## src/rtl/smram_pkg.sv

```systemverilog
package smram_pkg;
  typedef enum logic [1:0] {
    ROUTE_NONE  = 2'd0,
    ROUTE_SMRAM = 2'd1,
    ROUTE_MAIN  = 2'd2,
    ROUTE_DENY  = 2'd3
  } route_e;

  typedef struct packed {
    logic open;
    logic lock;
    logic bypass;
  } cfg_t;
endpackage

```

## src/rtl/smram_cfg_regs.sv

```systemverilog
module smram_cfg_regs
  import smram_pkg::*;
(
  input  logic clk_i,
  input  logic rst_ni,
  input  logic we_i,
  input  logic open_i,
  input  logic lock_i,
  input  logic bypass_i,
  output cfg_t cfg_o
);
  cfg_t cfg_q, cfg_d;

  always_comb begin
    cfg_d = cfg_q;
    if (we_i) begin
      // locked: open may only fall
      cfg_d.open   = cfg_q.lock ? (cfg_q.open & open_i) : open_i;
      cfg_d.lock   = cfg_q.lock | lock_i;
      cfg_d.bypass = bypass_i;
    end
  end

  always_ff @(posedge clk_i or negedge rst_ni) begin
    if (!rst_ni) cfg_q <= '0;
    else         cfg_q <= cfg_d;
  end

  assign cfg_o = cfg_q;

  a_r7_lock_sticky: assert property (@(posedge clk_i) disable iff (!rst_ni)
    cfg_q.lock |=> cfg_q.lock);
  a_r7_open_stays_low: assert property (@(posedge clk_i) disable iff (!rst_ni)
    (cfg_q.lock && !cfg_q.open) |=> !cfg_q.open);
endmodule

```

## src/rtl/smram_req_reg.sv

```systemverilog
module smram_req_reg #(
  parameter int ADDR_W = 32
) (
  input  logic              clk_i,
  input  logic              rst_ni,
  input  logic              valid_i,
  input  logic [ADDR_W-1:0] addr_i,
  input  logic              cpu_i,
  input  logic              fetch_i,
  input  logic              smm_i,
  output logic              valid_o,
  output logic [ADDR_W-1:0] addr_o,
  output logic              cpu_o,
  output logic              fetch_o,
  output logic              smm_o
);
  always_ff @(posedge clk_i or negedge rst_ni) begin
    if (!rst_ni) begin
      valid_o <= 1'b0;
      addr_o  <= '0;
      cpu_o   <= 1'b0;
      fetch_o <= 1'b0;
      smm_o   <= 1'b0;
    end else begin
      valid_o <= valid_i;
      addr_o  <= addr_i;
      cpu_o   <= cpu_i;
      fetch_o <= fetch_i;
      smm_o   <= smm_i;
    end
  end
endmodule

```

## src/rtl/smram_route.sv

```systemverilog
module smram_route
  import smram_pkg::*;
#(
  parameter int          ADDR_W       = 32,
  parameter logic [63:0] WIN_BASE     = 64'h38000,
  parameter logic [63:0] WIN_SIZE     = 64'h8000,
  parameter bit          NONCPU_ABORT = 1'b0
) (
  input  logic              clk_i,
  input  logic              rst_ni,
  input  logic              valid_i,
  input  logic [ADDR_W-1:0] addr_i,
  input  logic              cpu_i,
  input  logic              fetch_i,
  input  logic              smm_i,
  input  cfg_t              cfg_i,
  output route_e            route_o
);
  localparam logic [ADDR_W-1:0] BASE = WIN_BASE[ADDR_W-1:0];
  localparam logic [ADDR_W-1:0] LAST = ADDR_W'(WIN_BASE + WIN_SIZE - 64'd1);

  logic   in_win;
  route_e foreign_route;

  assign in_win = (addr_i >= BASE) && (addr_i <= LAST);

  generate
    if (NONCPU_ABORT) begin : g_abort
      assign foreign_route = ROUTE_DENY;
    end else begin : g_redirect
      assign foreign_route = ROUTE_MAIN;
    end
  endgenerate

  always_comb begin
    if (!valid_i)      route_o = ROUTE_NONE;
    else if (!in_win)  route_o = ROUTE_MAIN;
    else if (!cpu_i)   route_o = foreign_route;
    else if (smm_i)    route_o = (cfg_i.bypass && !fetch_i) ? ROUTE_MAIN : ROUTE_SMRAM;
    else               route_o = cfg_i.open ? ROUTE_SMRAM : ROUTE_MAIN;
  end

  a_r3_foreign_never_smram: assert property (@(posedge clk_i) disable iff (!rst_ni)
    (valid_i && !cpu_i) |-> (route_o != ROUTE_SMRAM));
  a_r8_idle_no_route: assert property (@(posedge clk_i) disable iff (!rst_ni)
    !valid_i |-> (route_o == ROUTE_NONE));
  a_r6_fetch_stays_smram: assert property (@(posedge clk_i) disable iff (!rst_ni)
    (valid_i && cpu_i && smm_i && fetch_i && in_win) |-> (route_o == ROUTE_SMRAM));
endmodule

```

## src/rtl/smram_decoder.sv

```systemverilog
module smram_decoder
  import smram_pkg::*;
#(
  parameter int          ADDR_W       = 32,
  parameter logic [63:0] WIN_BASE     = 64'h38000,
  parameter logic [63:0] WIN_SIZE     = 64'h8000,
  parameter bit          NONCPU_ABORT = 1'b0
) (
  input  logic              clk_i,
  input  logic              rst_ni,
  input  logic              req_valid_i,
  input  logic [ADDR_W-1:0] req_addr_i,
  input  logic              req_cpu_i,
  input  logic              req_fetch_i,
  input  logic              smm_active_i,
  input  logic              cfg_we_i,
  input  logic              cfg_open_i,
  input  logic              cfg_lock_i,
  input  logic              cfg_bypass_i,
  output logic              sel_smram_o,
  output logic              sel_main_o,
  output logic              deny_o
);
  cfg_t              cfg;
  logic              r_valid, r_cpu, r_fetch, r_smm;
  logic [ADDR_W-1:0] r_addr;
  route_e            route;

  smram_cfg_regs u_cfg (
    .clk_i, .rst_ni,
    .we_i(cfg_we_i), .open_i(cfg_open_i), .lock_i(cfg_lock_i),
    .bypass_i(cfg_bypass_i), .cfg_o(cfg)
  );

  smram_req_reg #(.ADDR_W(ADDR_W)) u_req (
    .clk_i, .rst_ni,
    .valid_i(req_valid_i), .addr_i(req_addr_i), .cpu_i(req_cpu_i),
    .fetch_i(req_fetch_i), .smm_i(smm_active_i),
    .valid_o(r_valid), .addr_o(r_addr), .cpu_o(r_cpu),
    .fetch_o(r_fetch), .smm_o(r_smm)
  );

  smram_route #(
    .ADDR_W(ADDR_W), .WIN_BASE(WIN_BASE), .WIN_SIZE(WIN_SIZE),
    .NONCPU_ABORT(NONCPU_ABORT)
  ) u_route (
    .clk_i, .rst_ni,
    .valid_i(r_valid), .addr_i(r_addr), .cpu_i(r_cpu), .fetch_i(r_fetch),
    .smm_i(r_smm), .cfg_i(cfg), .route_o(route)
  );

  assign sel_smram_o = (route == ROUTE_SMRAM);
  assign sel_main_o  = (route == ROUTE_MAIN);
  assign deny_o      = (route == ROUTE_DENY);

  a_r8_one_route: assert property (@(posedge clk_i) disable iff (!rst_ni)
    $onehot0({sel_smram_o, sel_main_o, deny_o}));
  a_r8_latency: assert property (@(posedge clk_i) disable iff (!rst_ni)
    req_valid_i |=> $countones({sel_smram_o, sel_main_o, deny_o}) == 1);
  a_r3_foreign_port: assert property (@(posedge clk_i) disable iff (!rst_ni)
    (req_valid_i && !req_cpu_i) |=> !sel_smram_o);
endmodule

```

## config.mk

```make
export PLATFORM = sky130hd
export DESIGN_NAME = smram_decoder
export DESIGN_NICKNAME = d
export VERILOG_FILES = /design/src/rtl/smram_pkg.sv /design/src/rtl/smram_cfg_regs.sv /design/src/rtl/smram_req_reg.sv /design/src/rtl/smram_route.sv /design/src/rtl/smram_decoder.sv
export SDC_FILE = /design/constraint.sdc
export NUM_CORES = 1
export LEC_CHECK = 0
export ABC_AREA = 1
export CORE_UTILIZATION = 37
export CTS_CLUSTER_DIAMETER = 120
export CTS_CLUSTER_SIZE = 12
export DETAILED_ROUTE_END_ITERATION = 10
export PLACE_DENSITY = 0.82
export SETUP_SLACK_MARGIN = 0.2
export SLEW_MARGIN = 30
export SYNTH_ARGS = -nofsm -noshare
export SYNTH_HDL_FRONTEND = slang
export SYNTH_SLANG_ARGS = --single-unit
```

## constraint.sdc

```tcl
create_clock -name clk_i -period 2.1 [get_ports clk_i]
set_clock_uncertainty 0.05 [all_clocks]
set_input_delay 0.525 -clock clk_i [delete_from_list [all_inputs] [get_ports clk_i]]
set_output_delay 0.525 -clock clk_i [all_outputs]
set_load 0.01 [all_outputs]
```

Word level (Yosys, flattened, before mapping)
Index checks and enable logic that the tools add are counted.

Output and inout port bits: 3. Bits in registers: 39. Logic and storage cells: 25.

Equality and inequality tests: 3. Bitwise gates (word level): 2. Reductions and logical operators: 3. Muxes and demuxes: 7. $lt $le $gt $ge: 2.

Operators with widths (number): 32-bit by 18-bit >= comparator with 1-bit output, second input constant (1); 32-bit by 18-bit less-or-equal comparator with 1-bit output, second input constant (1); 2-bit two-way mux (6); 2-bit == test, second input constant (2); 2-bit by 1-bit == test with 1-bit output, second input constant (1); 1-bit logical AND (2); 1-bit bitwise AND (1); 1-bit zero test (1); 1-bit two-way mux (1); 1-bit bitwise OR (1).

Longest topological paths before layout
Gate-level depths: netlist of run 1.

Depth in word-level cells: 8. Mapped depth: 7. Depth with buffers taken out: 7.

Hierarchy
From an unflattened synthesis of run 1, not the netlist that was laid out.

Cell total of the unflattened synthesis: 86. Area, all modules: 1161.1 um^2.

Modules (own cells, without submodules): smram_req_reg (cells an instance 36, times used 1, area each 900.9 um^2); smram_cfg_regs (cells an instance 14, times used 1, area each 123.9 um^2); smram_route (cells an instance 30, times used 1, area each 113.9 um^2); smram_decoder (cells an instance 6, times used 1, area each 22.5 um^2).

Least setup slack after synthesis of run 1
OpenSTA, ideal clock, no wires.

Path kind: register to output. Start point: register u_req.addr_o[18]. End point: output sel_smram_o. Setup slack: 0.696 ns. Buffers on the path: 0. Stages on the path, launching flop included: 6. Data required time: 1.525 ns. Arrival time: 0.829 ns. Path through: dfrtp_1 > nor2_1 > nand2_1 > nor2_1 > nand3_1 > nor2_1.

Cells in the longest elaborated chain, start to end: 5.

RTL lines: start: declaration (RTL line smram_req_reg.sv:12) `output logic [ADDR_W-1:0] addr_o,`; start signal: assignment (RTL line smram_req_reg.sv:26) `addr_o <= addr_i;`; 32-bit by 18-bit >= comparator with 1-bit output or 32-bit by 18-bit less-or-equal comparator with 1-bit output (tied branches) (RTL line smram_route.sv:25) `assign in_win = (addr_i >= BASE) && (addr_i <= LAST);`; 1-bit logical AND (*) (RTL line smram_route.sv:25); 2-bit two-way mux (*) (RTL line smram_route.sv:37) `else if (!in_win) route_o = ROUTE_MAIN;`; 2-bit two-way mux (*) (RTL line smram_route.sv:36) `if (!valid_i) route_o = ROUTE_NONE;`; 2-bit by 1-bit == test with 1-bit output (*) (RTL line smram_decoder.sv:52) `assign sel_smram_o = (route == ROUTE_SMRAM);`; end: declaration (RTL line smram_decoder.sv:20) `output logic sel_smram_o,`.

Every way passes the cells marked *; elsewhere a longest branch is shown, timed or not.

Worst setup path in the final report of run 1
Start point: register u_req.addr_o[27]. End point: output sel_smram_o.

Same word-level chain as after synthesis.

==> flow_summary.toml, run 1 <==
[sta]
finalSetupViolCount = 0
rsz0062_at_grt = "yes"
fin_tns_setup_ns = 0
period_needed_ns = 1.873
report.final.slew_viol_count = 0
fmax_mhz = 533.8
layout_worst_path_cycle_share_pct = 89.21
hold_viol = 0
setup_slack_ns = 0.2266

[global_routing]
use_met3_pct = 2.308
grt_pass1_wl_mm = 1.856
top_usage_layer = "met2"
grt_overflow = 0
antenna_found_initial = 0
groute.usage.overall_pct = 12.54
grt_use_met1_pct = 13.47
grt_pass1_vias = 483
grt_use_met2_pct = 23.06
grt_max_degree = 25

[run]
maxCapViolCount = 0

[power_and_ir_drop]
cellPowerDensity_mw_per_mm2 = 698.8
p_leak_nw = 0.4984
peakVddDrop_mv = 0.4473

[drt]
drt-initial-drc-count = 5
routed_wirelength_mm = 1.198
viasPerCell = 4.216
final_antenna_net_count = 0
drc = 0
vias = 489
firstDrtPassIters = 3
wl_per_cell_um = 10.33

[min_path]
hold_path_depth = 2
hp-class = "register to register"
hp-start = "u_cfg.cfg_o[1]"
holdPathEnd = "u_cfg.cfg_o[1]"

[setup_path]
regToRegSetupSlack_ns = 1.27
crit_path_start = "u_req.addr_o[27]"
reg2reg_from = "u_cfg.cfg_o[2]"
critPathBufInv = 1
r2r_end = "u_cfg.cfg_o[2]"
ff2ff_path_depth = 2
cpPeakStageDelay_ns = 0.39
cp_max_fo = 2
worstPathArrival_ns = 1.30
crit_slowest_cell = "dfrtp_1"
crit_required_ns = 1.52
cpLargestDelayFamily = "simple AND/OR/NAND/NOR gates"
critical_path_class = "register to output pin"
crit_path_start_kind = "register"
cpMostUsedCell = "nor2_1"
endpoint_kind = "output pin"
crit_chain = "nor2_1 > nand2_1 > nor2_1 > nand3_1 > nor2_1 > buf_2"

[clock_tree]
clkLatencyLatePin_ns = 0.30
cts.path.max_buffers = 2
postCtsSetupRepairBufs = 0
cts_buffers = 3
cts_htree_levels = 1
cts_hold_buf = 0
clk_pin_slew_ns = 0.12
root_buffer = "clkbuf_4"
cts_tree = "yes"
clock_sinks = 24

[synthesis]
syn_inst = 60
syn_nets = 102
syn_area_per_cell_um2 = 12.60
ys_seq_elements = 24
syn-cell-area_um2 = 755.7
synth_seq_area_share_pct = 79.47
yosysWarnings = 0
ys_types = 11

[finish]
n_antenna_cell = 0
final_cell_mix = "clkdlybuf4s50_1, dfrtp_1, nor2_1"
nFillCells = 163
drive_above_1_share_pct = 8.791
final_common_cell = "clkdlybuf4s50_1"
seq_area_um2 = 600.6
syn2layout_area_growth_pct = 43.21
fin_nets = 135
multi_input_area_um2 = 120.1

[place]
place_hpwl_um = 899.6
numPortBuffers = 28
post-place-ws_ns = 0.1509
gp_congestion = 0.6402

[die]
die_area_mm2 = 0.002227
floorplan.rows = 15
pin_count = 45
die_h_um = 47.20
initial_core_util_pct = 41.51
die_x_um = 47.20
coreArea_mm2 = 0.001821

[outcome]
outcome = "finished, final reports clean"
[worst register-to-register path, stage by stage, from the launching register on]
cell      delay, ns
dfrtp_1        0.41
o211ai_1       0.16
o21ai_0        0.10
[repair_timing]
action                     CTS  global route
resized for setup            8             1
setup endpoints to repair    2             2
pin swaps                    3             8
gates cloned                 0             0
[metal layers]
layer | up-vias | wire length [µm]
li1 | 239 | -
met1 | 229 | 476
met2 | 19 | 655
met3 | 2 | 48
met4 | 0 | 18
met5 | - | 0
[cell type report]
| type | count | area share [%] |
|---|---|---|
| clock buffer | 3 | 2.081 |
| inverter | 8 | 2.775 |
| multi-input combinational | 27 | 11.10 |
| sequential | 24 | 55.49 |
| tap | 25 | 2.890 |
| timing repair buffer | 29 | 25.66 |
[cell usage after synthesis]
cell,n,area (µm²)
buf_4,1,7.510
conb_1,1,3.750
dfrtp_1,24,600.6
inv_1,8,30.03
mux2_2,1,11.26
nand2_1,9,33.78
nand3_1,1,5.000
nand4_1,1,6.260
nor2_1,12,45.04
o211ai_1,1,7.510
o21ai_0,1,5.000
[registers in the layout, summed over array words and instances (netlist names)]
register,cells
u_req.addr_o,17
u_req.cpu_o,1
u_cfg.cfg_o,3
u_req.fetch_o,1
u_req.smm_o,1
u_req.valid_o,1
[power by group]
group          switching (W)  total [W]  internal, W
sequential        0.00000704   0.000491     0.000484
combinational      0.0000227  0.0000725    0.0000498
clock               0.000126   0.000193    0.0000670
total               0.000155   0.000756     0.000601
[worst max path at each step]
stage | to | slack, ns | cells past startpoint
finish | sel_smram_o | 0.23 | 6
global route | sel_smram_o | 0.09 | 6
CTS | sel_smram_o | 0.21 | 7
detailed placement | sel_smram_o | 0.15 | 6
global placement | sel_smram_o | 0.16 | 6
floorplan | sel_smram_o | 0.70 | 5
[through the flow]
stage	area (µm²)	util [%]	power, W	hold slack [ns]	cells
after floorplan	755.7	-	0.0005117	0.1794	60
after global placement	1067	58.63	0.0005717	0.3845	113
after detailed placement	1067	58.63	0.0005747	0.4001	113
after CTS	1080	59.31	0.0007641	0.4290	116
after global routing	1082	59.45	0.0007873	0.4682	116
final	1082	59.45	0.0007563	0.4204	116
[cells by family (layout without fill, tap and decap cells)]
| family | after synthesis | in the layout | share of synthesized area [%] |
|---|---|---|---|
| flip-flops | 24 | 24 | 79.47 |
| AND/OR/NAND/NOR | 23 | 23 | 11.92 |
| buffers and inverters | 9 | 40 | 4.967 |
| AO/OA/AOI/OAI | 2 | 2 | 1.655 |
| other | 1 | 1 | 0.4962 |
| multiplexers | 1 | 1 | 1.490 |
(Power assumes the default switching activity.)
==> inputs of run 2 (changes only) <==
Settings changed: SLEW_MARGIN 30 to not set.
==> results of run 2 <==
The final DEF is identical to that of run 1; final timing and power are the same.
==> inputs of run 3 (changes only) <==
Settings changed: CORE_UTILIZATION 37 to 40, CTS_BUF_LIST set to sky130_fd_sc_hd__clkbuf_8, HOLD_SLACK_MARGIN set to 0.1, PLACE_DENSITY 0.82 to 0.88.
==> run 3 against run 2 <==
Against the previous run:
- non-clock buffer count did not move
- highest routed layer unchanged
- first-iteration DRC count unchanged
- routed wire length decreased by 4.6%
- largest power group unchanged
- critical path type unchanged
==> flow_summary.toml, run 3 (synthesis gave the netlist of run 1 again) <==
[outcome]
outcome = "finished, final reports clean"

[place]
gp_congestion = 0.7404
place_hpwl_um = 874.2
numPortBuffers = 28

[setup_path]
critPathBufInv = 1
worstPathArrival_ns = 1.25
crit_chain = "nor2_1 > nand2_1 > nor2_2 > nand3_1 > nor2_1 > buf_2"
ff2ff_path_depth = 2
cpPeakStageDelay_ns = 0.38
cp_max_fo = 2
crit_slowest_cell = "dfrtp_1"
reg2reg_from = "u_cfg.cfg_o[2]"
r2r_end = "u_cfg.cfg_o[2]"
regToRegSetupSlack_ns = 1.27
crit_path_start_kind = "register"
endpoint_kind = "output pin"
crit_required_ns = 1.52
cpMostUsedCell = "nor2_1"
critical_path_class = "register to output pin"
cpLargestDelayFamily = "simple AND/OR/NAND/NOR gates"

[sta]
layout_worst_path_cycle_share_pct = 87.13
fin_tns_setup_ns = 0
fmax_mhz = 546.5
hold_viol = 0
finalSetupViolCount = 0
rsz0062_at_grt = "yes"
period_needed_ns = 1.830
report.final.slew_viol_count = 0

[finish]
post-route-util_pct = 65.09
n_antenna_cell = 0
nFillCells = 127
drive_above_1_share_pct = 13.04
regMostFlops = "u_req.addr_o"
final_cell_mix = "clkdlybuf4s50_1, dfrtp_1, nor2_1"
syn2layout_area_growth_pct = 50.33
largest_reg_flops = 17
seq_area_um2 = 600.6
fin_nets = 135
final_common_cell = "clkdlybuf4s50_1"
multi_input_area_um2 = 125.1

[power_and_ir_drop]
switching_share_pct = 17.11
p_leak_nw = 0.5223
cellPowerDensity_mw_per_mm2 = 837.2
pwr-share-seq_pct = 51.6
p_clk_share_pct = 40.7
power_frac_comb_pct = 7.7
peakVddDrop_mv = 0.6306
p_sw_w = 0.0001628
intPower_w = 0.0007884

[die]
coreArea_mm2 = 0.001745
die_h_um = 45.47
floorplan.rows = 15
initial_core_util_pct = 43.30
pin_count = 45
die_x_um = 45.47
die_area_mm2 = 0.002067

[clock_tree]
clk_pin_slew_ns = 0.07
cts_hold_buf = 0
root_buffer = "clkbuf_8"
cts_buffers = 3
clkLatencyLatePin_ns = 0.26
cts_htree_levels = 1
clock_sinks = 24
cts_tree = "yes"
postCtsSetupRepairBufs = 0
cts.path.max_buffers = 2

[drt]
drt-initial-drc-count = 5
final_antenna_net_count = 0
vias = 478
viasPerCell = 4.085
wl_per_cell_um = 9.769
routed_wirelength_mm = 1.143
firstDrtPassIters = 2
drc = 0

[min_path]
hp-start = "u_cfg.cfg_o[1]"
holdPathEnd = "u_cfg.cfg_o[1]"
hp-class = "register to register"
hold_path_depth = 2

[global_routing]
grt_pass1_wl_mm = 1.932
grt_max_degree = 25
grt_pass1_vias = 480
groute.usage.overall_pct = 14.29
grt_overflow = 0
antenna_found_initial = 0

[run]
maxCapViolCount = 0
run 3: layer usage:
layer  GRT usage [%]  part of all wire (%)  vias up  wire length [µm]
met5               0                     0        -                 0
met4           9.091                   3.4        0                39
met3           3.968                   6.6        5                75
met2           24.86                    55       23               624
met1           14.97                    35      211               404
li1                -                     -      239                 -
run 3: worst reg2reg max path: stages, from the launching register on:
cell and delay [ns]:
dfrtp_1 0.40, o211ai_1 0.16, o21ai_0 0.10
run 3: worst max path at each step:
stage                     startpoint  cells past startpoint           to
floorplan           u_req.addr_o[18]                      5  sel_smram_o
global placement    u_req.addr_o[27]                      6  sel_smram_o
detailed placement  u_req.addr_o[21]                      6  sel_smram_o
CTS                 u_req.addr_o[26]                      7   sel_main_o
global route        u_req.addr_o[27]                      7   sel_main_o
finish              u_req.addr_o[25]                      6  sel_smram_o
run 3: cell type report:
class,instances,area share [%]
clock buffer,3,3.634
clock inverter,1,2.643
tap,25,2.753
multi-input combinational,27,11.01
inverter,8,2.643
timing repair buffer,29,24.45
sequential,24,52.86
run 3: stage by stage:
step           std cells  worst slack [ns]   power, W  cell area, µm²  hold slack (ns)
6_report             117            0.2703  0.0009512            1136           0.4248
5_1_grt              117            0.1672  0.0009940            1136           0.4819
3_5_place_dp         113            0.1681  0.0005741            1067           0.4029
4_1_cts              117            0.2579  0.0009604            1131           0.4246
2_1_floorplan         60            0.6964  0.0005117           755.7           0.1794
3_3_place_gp         113            0.1445  0.0005710            1067           0.3847
run 3: repair_timing:
item                       4_1_cts  5_1_grt
gates resized for setup          9        3
setup endpoints to repair        2        2
pin swaps                        5        8
hold endpoints to repair         0        0
run 3: power groups by stage:
stage | combinational [W] | clock [W] | sequential [W]
CTS | 0.0000743 | 0.000396 | 0.000490
finish | 0.0000732 | 0.000387 | 0.000491
global placement | 0.0000724 | 0 | 0.000499
detailed placement | 0.0000742 | 0 | 0.000500
global route | 0.0000818 | 0.000420 | 0.000493
floorplan | 0.0000135 | 0 | 0.000498
